--- config.mk ---
export PLATFORM = sky130hd
export DESIGN_NAME = kbd_disp_port
export DESIGN_NICKNAME = d
export VERILOG_FILES = /design/src/rtl/kdp_pkg.sv /design/src/rtl/kdp_decode.sv /design/src/rtl/kdp_rx_chan.sv /design/src/rtl/kdp_tx_chan.sv /design/src/rtl/kbd_disp_port.sv
export SDC_FILE = /design/constraint.sdc
export NUM_CORES = 1
export LEC_CHECK = 0
export BUFFER_PORTS_ARGS = -buffer_cell sky130_fd_sc_hd__buf_4
export CORE_UTILIZATION = 42
export CTS_BUF_LIST = sky130_fd_sc_hd__clkbuf_4 sky130_fd_sc_hd__clkbuf_8
export CTS_CLUSTER_DIAMETER = 120
export DETAILED_ROUTE_END_ITERATION = 12
export GPL_TIMING_DRIVEN = 0
export PLACE_DENSITY_LB_ADDON = 0.12
export SYNTH_ARGS = -nofsm -noshare
export SYNTH_HDL_FRONTEND = slang
export SYNTH_SLANG_ARGS = --single-unit
--- constraint.sdc ---
create_clock -name clk -period 1 [get_ports clk]
set_input_delay 0.05 -clock clk [delete_from_list [all_inputs] [get_ports clk]]
set_output_delay 0.05 -clock clk [all_outputs]
set_load 0.005 [all_outputs]
--- src/rtl/kdp_pkg.sv ---
package kdp_pkg;
  localparam int REG_COUNT = 4;
  localparam int OFS_W     = $clog2(REG_COUNT);

  typedef enum logic [OFS_W-1:0] {
    SEL_IN   = 2'd0,
    SEL_OUT  = 2'd1,
    SEL_STAT = 2'd2,
    SEL_CTRL = 2'd3
  } reg_sel_e;

  // status bit positions
  localparam int ST_IN_RDY  = 0;
  localparam int ST_OUT_RDY = 1;
  localparam int ST_OVR     = 2;
  localparam int ST_KREQ    = 6;
  localparam int ST_DREQ    = 7;

  // enable bit positions
  localparam int EN_KEY  = 0;
  localparam int EN_DISP = 1;
  localparam int EN_W    = 2;

  function automatic logic req_of(input logic flag, input logic en);
    return flag & en;
  endfunction
endpackage

--- src/rtl/kdp_decode.sv ---
module kdp_decode
  import kdp_pkg::*;
#(
  parameter int ADDR_W = 16,
  parameter logic [ADDR_W-1:0] BASE_ADDR = '0
) (
  input  logic              clk,
  input  logic              rst_n,
  input  logic [ADDR_W-1:0] addr,
  input  logic              rd,
  input  logic              wr,
  output logic              hit,
  output reg_sel_e          sel,
  output logic              rd_hit,
  output logic              take_in,
  output logic              load_out,
  output logic              rd_stat,
  output logic              wr_ctrl
);
  assign hit      = (addr[ADDR_W-1:OFS_W] == BASE_ADDR[ADDR_W-1:OFS_W]);
  assign sel      = reg_sel_e'(addr[OFS_W-1:0]);
  assign rd_hit   = rd & hit;
  assign take_in  = rd_hit & (sel == SEL_IN);
  assign rd_stat  = rd_hit & (sel == SEL_STAT);
  assign load_out = wr & hit & (sel == SEL_OUT);
  assign wr_ctrl  = wr & hit & (sel == SEL_CTRL);

  AST_DEC_SINGLE_TARGET: assert property (@(posedge clk) disable iff (!rst_n)
    $onehot0({take_in, rd_stat, wr_ctrl}) && $onehot0({take_in, load_out}));
  AST_DEC_OUTSIDE: assert property (@(posedge clk) disable iff (!rst_n)
    !hit |-> !(take_in || load_out || rd_stat || wr_ctrl));
endmodule

--- src/rtl/kdp_rx_chan.sv ---
module kdp_rx_chan #(
  parameter int DATA_W = 8
) (
  input  logic              clk,
  input  logic              rst_n,
  input  logic              kb_valid,
  input  logic [DATA_W-1:0] kb_char,
  input  logic              take,
  input  logic              clr_ovr,
  output logic [DATA_W-1:0] data,
  output logic              in_ready,
  output logic              overrun,
  output logic              ovr_event
);
  logic ready_nxt, ovr_nxt;

  assign ovr_event = kb_valid & in_ready & ~take;
  assign ready_nxt = kb_valid | (in_ready & ~take);
  assign ovr_nxt   = ovr_event | (overrun & ~clr_ovr);

  always_ff @(posedge clk or negedge rst_n) begin
    if (!rst_n) begin
      data     <= '0;
      in_ready <= 1'b0;
      overrun  <= 1'b0;
    end else begin
      if (kb_valid) data <= kb_char;
      in_ready <= ready_nxt;
      overrun  <= ovr_nxt;
    end
  end

  AST_RX_ARRIVAL: assert property (@(posedge clk) disable iff (!rst_n)
    kb_valid |=> in_ready && data == $past(kb_char));
  AST_RX_CLR_ON_READ: assert property (@(posedge clk) disable iff (!rst_n)
    take && !kb_valid |=> !in_ready);
  AST_RX_OVERRUN_SET: assert property (@(posedge clk) disable iff (!rst_n)
    kb_valid && in_ready && !take |=> overrun);
  AST_RX_OVERRUN_CLR: assert property (@(posedge clk) disable iff (!rst_n)
    clr_ovr && !ovr_event |=> !overrun);
endmodule

--- src/rtl/kdp_tx_chan.sv ---
module kdp_tx_chan #(
  parameter int DATA_W = 8
) (
  input  logic              clk,
  input  logic              rst_n,
  input  logic              load,
  input  logic [DATA_W-1:0] wdata,
  input  logic              disp_ready,
  output logic              disp_valid,
  output logic [DATA_W-1:0] disp_char,
  output logic              out_ready,
  output logic              accept
);
  assign accept    = disp_valid & disp_ready;
  assign out_ready = ~disp_valid;

  always_ff @(posedge clk or negedge rst_n) begin
    if (!rst_n) begin
      disp_valid <= 1'b0;
      disp_char  <= '0;
    end else begin
      if (load) disp_char <= wdata;
      disp_valid <= load | (disp_valid & ~accept);
    end
  end

  AST_TX_LOAD_BUSY: assert property (@(posedge clk) disable iff (!rst_n)
    load |=> !out_ready && disp_char == $past(wdata));
  AST_TX_HOLD: assert property (@(posedge clk) disable iff (!rst_n)
    disp_valid && !disp_ready && !load |=> disp_valid && $stable(disp_char));
  AST_TX_RELEASE: assert property (@(posedge clk) disable iff (!rst_n)
    accept && !load |=> out_ready);
endmodule

--- src/rtl/kbd_disp_port.sv ---
module kbd_disp_port
  import kdp_pkg::*;
#(
  parameter int ADDR_W = 16,
  parameter int DATA_W = 8,
  parameter logic [ADDR_W-1:0] BASE_ADDR = 16'h4000
) (
  input  logic              clk,
  input  logic              rst_n,
  input  logic [ADDR_W-1:0] bus_addr,
  input  logic [DATA_W-1:0] bus_wdata,
  input  logic              bus_rd,
  input  logic              bus_wr,
  output logic [DATA_W-1:0] bus_rdata,
  output logic              irq,
  input  logic              kb_valid,
  input  logic [DATA_W-1:0] kb_char,
  output logic              disp_valid,
  output logic [DATA_W-1:0] disp_char,
  input  logic              disp_ready
);
  logic              hit, rd_hit, take_in, load_out, rd_stat, wr_ctrl;
  reg_sel_e          sel;
  logic [DATA_W-1:0] in_data;
  logic              in_ready, overrun, ovr_event;
  logic              out_ready, accept;
  logic [EN_W-1:0]   en_reg;
  logic              key_req, disp_req;
  logic [DATA_W-1:0] status_word, ctrl_word;

  function automatic logic [DATA_W-1:0] pack_status(
    input logic ir, input logic orr, input logic ov,
    input logic kq, input logic dq);
    logic [DATA_W-1:0] s;
    s = '0;
    s[ST_IN_RDY]  = ir;
    s[ST_OUT_RDY] = orr;
    s[ST_OVR]     = ov;
    s[ST_KREQ]    = kq;
    s[ST_DREQ]    = dq;
    return s;
  endfunction

  kdp_decode #(.ADDR_W(ADDR_W), .BASE_ADDR(BASE_ADDR)) u_dec (
    .clk(clk), .rst_n(rst_n), .addr(bus_addr), .rd(bus_rd), .wr(bus_wr),
    .hit(hit), .sel(sel), .rd_hit(rd_hit), .take_in(take_in),
    .load_out(load_out), .rd_stat(rd_stat), .wr_ctrl(wr_ctrl));

  kdp_rx_chan #(.DATA_W(DATA_W)) u_rx (
    .clk(clk), .rst_n(rst_n), .kb_valid(kb_valid), .kb_char(kb_char),
    .take(take_in), .clr_ovr(rd_stat), .data(in_data),
    .in_ready(in_ready), .overrun(overrun), .ovr_event(ovr_event));

  kdp_tx_chan #(.DATA_W(DATA_W)) u_tx (
    .clk(clk), .rst_n(rst_n), .load(load_out), .wdata(bus_wdata),
    .disp_ready(disp_ready), .disp_valid(disp_valid), .disp_char(disp_char),
    .out_ready(out_ready), .accept(accept));

  always_ff @(posedge clk or negedge rst_n) begin
    if (!rst_n) en_reg <= '0;
    else if (wr_ctrl) en_reg <= bus_wdata[EN_W-1:0];
  end

  assign key_req  = req_of(in_ready, en_reg[EN_KEY]);
  assign disp_req = req_of(out_ready, en_reg[EN_DISP]);
  assign irq      = key_req | disp_req;

  assign status_word = pack_status(in_ready, out_ready, overrun, key_req, disp_req);
  assign ctrl_word   = {{(DATA_W-EN_W){1'b0}}, en_reg};

  always_comb begin
    bus_rdata = '0;
    if (rd_hit) begin
      unique case (sel)
        SEL_IN:   bus_rdata = in_data;
        SEL_OUT:  bus_rdata = disp_char;
        SEL_STAT: bus_rdata = status_word;
        SEL_CTRL: bus_rdata = ctrl_word;
        default:  bus_rdata = '0;
      endcase
    end
  end

  AST_IRQ_MASKED: assert property (@(posedge clk) disable iff (!rst_n)
    en_reg == '0 |-> !irq);
  AST_IRQ_KEY: assert property (@(posedge clk) disable iff (!rst_n)
    in_ready && en_reg[EN_KEY] |-> irq);
  AST_QUIET_BUS: assert property (@(posedge clk) disable iff (!rst_n)
    !rd_hit |-> bus_rdata == '0);
  AST_EN_HOLD: assert property (@(posedge clk) disable iff (!rst_n)
    !wr_ctrl |=> $stable(en_reg));
endmodule

==> summary.md <==
| Metric | Value |
|---|---|
| Clk network pwr share | 26.1% |
| Final setup margin | -0.4836 ns |
| Worst Clk Skew | 0.00001871 ns |
| Maximum clock path buffer count | 2 |
| WL final | 3340 um |
| Min-delay src | kb_valid |
| Switching share of power | 24.78% |
| Die ar. | about 2800 um^2 |
| Dpl cells | 175 |
| Synth area leaders | dfrtp_1 49%, mux2_2 20%, mux2i_1 4.6% |
| Design area | ~2100 um^2 |
| Placement Cell Area | about 1600 um^2 |
| Initial Util | 43.99% |
| Post-place setup slack | -0.7623 ns |
| Area grow syn2layout | 90.85% |
| Crit end category | primary output |
| Layout Nets | 216 |
| Synth cell types | 24 |
| Maxcap violations | 0 |
| Min Clock Period, post-route | 1.484 ns |
| # DRC | 0 |
| Num ports | 56 |
| FF-to-FF End | u_rx.overrun$_DFF_PN0_ |
| R2R setup slack | -0.17 ns |
| Failing checks | negative setup slack |
| Maximum vdd drop | 936.2 uV |
| Fill count | 150 |
| Gate Count Post-Synth | 91 |
| Post-Syn Nets | between 100 and 150 |
| Area leader, netlist | dfrtp_1 |
| Rel. slew slack | 57.40% |
| Hold slack | 0.005363 ns |
| Logic pwr share | 21.5% |
| Initial DRC Count | 17 |
| Pint | between 1 and 1.5 mW |
| Setup Viol. Count Final | 22 |
| Layout cell share with drive strength beyond 1 | between 60 and 70% |
| CTS Buf Count | 3 |
| Critical Path Fanout Max | 2 |
| Largest net degree at the start of global routing | 22 |
| Vias per cell | about 5.2 |
| Routability congestion estimate | 0.7215 |
| Global-route wire length before repair | slightly below 5000 um |
| Worst EP arrival | approximately 1.4 ns |
| Worst R2R Path Depth | 4 |
| Seq/Total Area, Yosys | 48.67% |
| Sequential share of power | 52.4% |
| Reg clk slew, reported paths | 0.13 ns |
| Die H | 52.71 um |
| Final Cycle Share | 148.4% |
| Vias | about 1100 |
| ANT cells | 0 |
| Avg Cell Area, Syn | 11.87 um^2 |
| Number of global-route vias before repair | 1097 |
| WS Path Type | flop to primary output |
| Max frequency | 674.0 MHz |
| Max Slew Vio Count | 0 |
| Power per cell area | 832.2 nW/um^2 |
| Final hold viol count | 0 |
| Post-DP HPWL | between 1500 and 2000 um |
| Antenna violations before repair | 0 |
| # port buffers | 54 |
| Antenna Nets Post-Route | 0 |
| Worst-Margin Slew | 0.6390 ns |
| DRT Pass-1 Iters | 4 |
| Post-synthesis cell area | about 1100 um^2 |
| Area share of the largest cell type after synthesis | 48.67% |
| RSZ-0062 raised after global routing | yes |
| Cell row count | 18 |
| Clk root buf | clkbuf_4 |
| Fin cells | 207 |
| GRT Total Usage | 24.30% |
| WP data required | roughly 0.95 ns |
| Pleak | between 0.9 and 1 nW |
| Synth warn | 0 |
| Post-synthesis register bit count | 21 |
| Routed WL per cell | 16.14 um |
| H-tree Lvls | 1 |
| Core area | 2455 um^2 |
| Gr ovfl total | 0 |
| CTS Sinks | 21 |
| Net Sw Power | around 0.42 mW |
| Die width | 52.71 um |
| Post-layout util | 83.95% |
| Worst setup SP type | flop |
| TritonCTS clock tree | built |
| Skew-Pair Late Insertion Delay | 0.30 ns |
| R2r startpoint | u_rx.in_ready$_DFF_PN0_ |
| Hold Path Sink | u_rx.data[4]$_DFFE_PN0P_ |
| Cell count of the worst hold path | 2 |
| HP Class | primary input to flop |
| Status | finished, violations left |
[placed cells by master (no fill, tap or decap), types with 2 or more instances in the layout]
master	netlist	final
a211oi_2	0	2
a21oi_2	0	2
buf_4	0	50
buf_6	1	16
clkbuf_2	0	2
clkbuf_4	0	4
dfrtp_1	21	21
dlygate4sd3_1	0	17
inv_1	2	2
mux2_2	19	8
mux2_4	0	11
mux2i_1	5	4
nand2_1	4	2
nand2_2	0	2
nand2b_4	0	2
nand4_1	2	2
nor2_1	10	6
nor2_2	0	3
nor3_4	1	2
nor4_4	0	3
o22a_1	2	2
[stage by stage]
| stage | power (mW) | setup TNS (ns) |
|---|---|---|
| 2_1_floorplan | 1.025 | -4.017 |
| 3_3_place_gp | 1.178 | -11.51 |
| 3_5_place_dp | 1.187 | -12.57 |
| 4_1_cts | 1.690 | -4.523 |
| 5_1_grt | 1.768 | -5.651 |
| 6_report | 1.715 | -4.430 |
[metal layers]
metal / part of all wire, % / track usage [%] / vias up / routed length (um)
met5: 0 / 0 / - / 0
met4: 1.8 / 10.09 / 0 / 59
met3: 5.4 / 2.609 / 8 / 179
met2: 54 / 45.36 / 50 / 1806
met1: 39 / 27.52 / 526 / 1294
li1: - / - / 502 / -
[power groups by stage]
stage | sequential (mW) | clock (mW) | combinational, mW
finish | 0.898 | 0.448 | 0.369
floorplan | 0.909 | 0 | 0.117
global placement | 0.911 | 0 | 0.267
global route | 0.903 | 0.473 | 0.392
detailed placement | 0.913 | 0 | 0.274
CTS | 0.897 | 0.448 | 0.345
[logic make-up (layout without fill, tap and decap cells)]
family	count (synthesis)	count (layout)	share of synthesized area (%)
compound gates	9	9	6.025
buf+inv	6	92	2.781
flops	21	21	48.67
mux	25	25	26.54
simple gates	30	30	15.99
[critical path, cell delays in order, from the launching register on]
cell and delay (ns):
dfrtp_1 0.41, mux4_2 0.47, nor2b_4 0.14, buf_6 0.10
[layout make-up]
cell class	count	area (um^2)	share of cell area, %
well taps	30	37.54	1.821
multi-input cells	64	720.7	34.97
repair buffers	82	714.4	34.67
flip-flops and latches	21	525.5	25.50
inverters	2	7.507	0.3643
clock buffers	4	30.03	1.457
plain buffers	4	25.02	1.214
[Yosys cell counts]
cell type,number
nand3b_1,1
and3_1,1
inv_1,2
nand2b_1,3
mux2i_1,5
mux2_2,19
nand4_1,2
buf_6,1
nor3_4,1
o22a_1,2
nor2_1,10
nor3_1,1
nand2_1,4
nor2b_1,2
a21oi_1,3
dfrtp_1,21
nor3b_1,1
a211oi_1,2
clkbuf_1,3
mux4_2,1
a2111oi_0,1
nor4b_2,1
a21o_2,1
nor4_1,3
[worst max-delay path by stage]
stage                                     start                            end  slack (ns)  cells after the start
after CTS                 en_reg[0]$_DFFE_PN0P_                   bus_rdata[0]       -0.47                      3
after global routing      en_reg[0]$_DFFE_PN0P_                   bus_rdata[0]       -0.51                      3
after detailed placement           bus_addr[13]  u_tx.disp_char[4]$_DFFE_PN0P_       -0.76                      5
after floorplan                     bus_addr[6]  u_tx.disp_char[0]$_DFFE_PN0P_       -0.38                      4
final                     en_reg[0]$_DFFE_PN0P_                   bus_rdata[0]       -0.48                      3
after global placement              bus_addr[3]  u_tx.disp_char[3]$_DFFE_PN0P_       -0.70                      5
[repair_timing]
item / in CTS / in global routing
gates resized for setup: 26 / 22
pin swaps: 10 / 12
gates cloned: 0 / 0
hold endpoints to repair: 39 / 0
setup buffers: 10 / 3
hold buffers: 17 / 0
endpoints found under the setup margin: 22 / 25
Note: power is estimated with default switching activity, not from simulation.
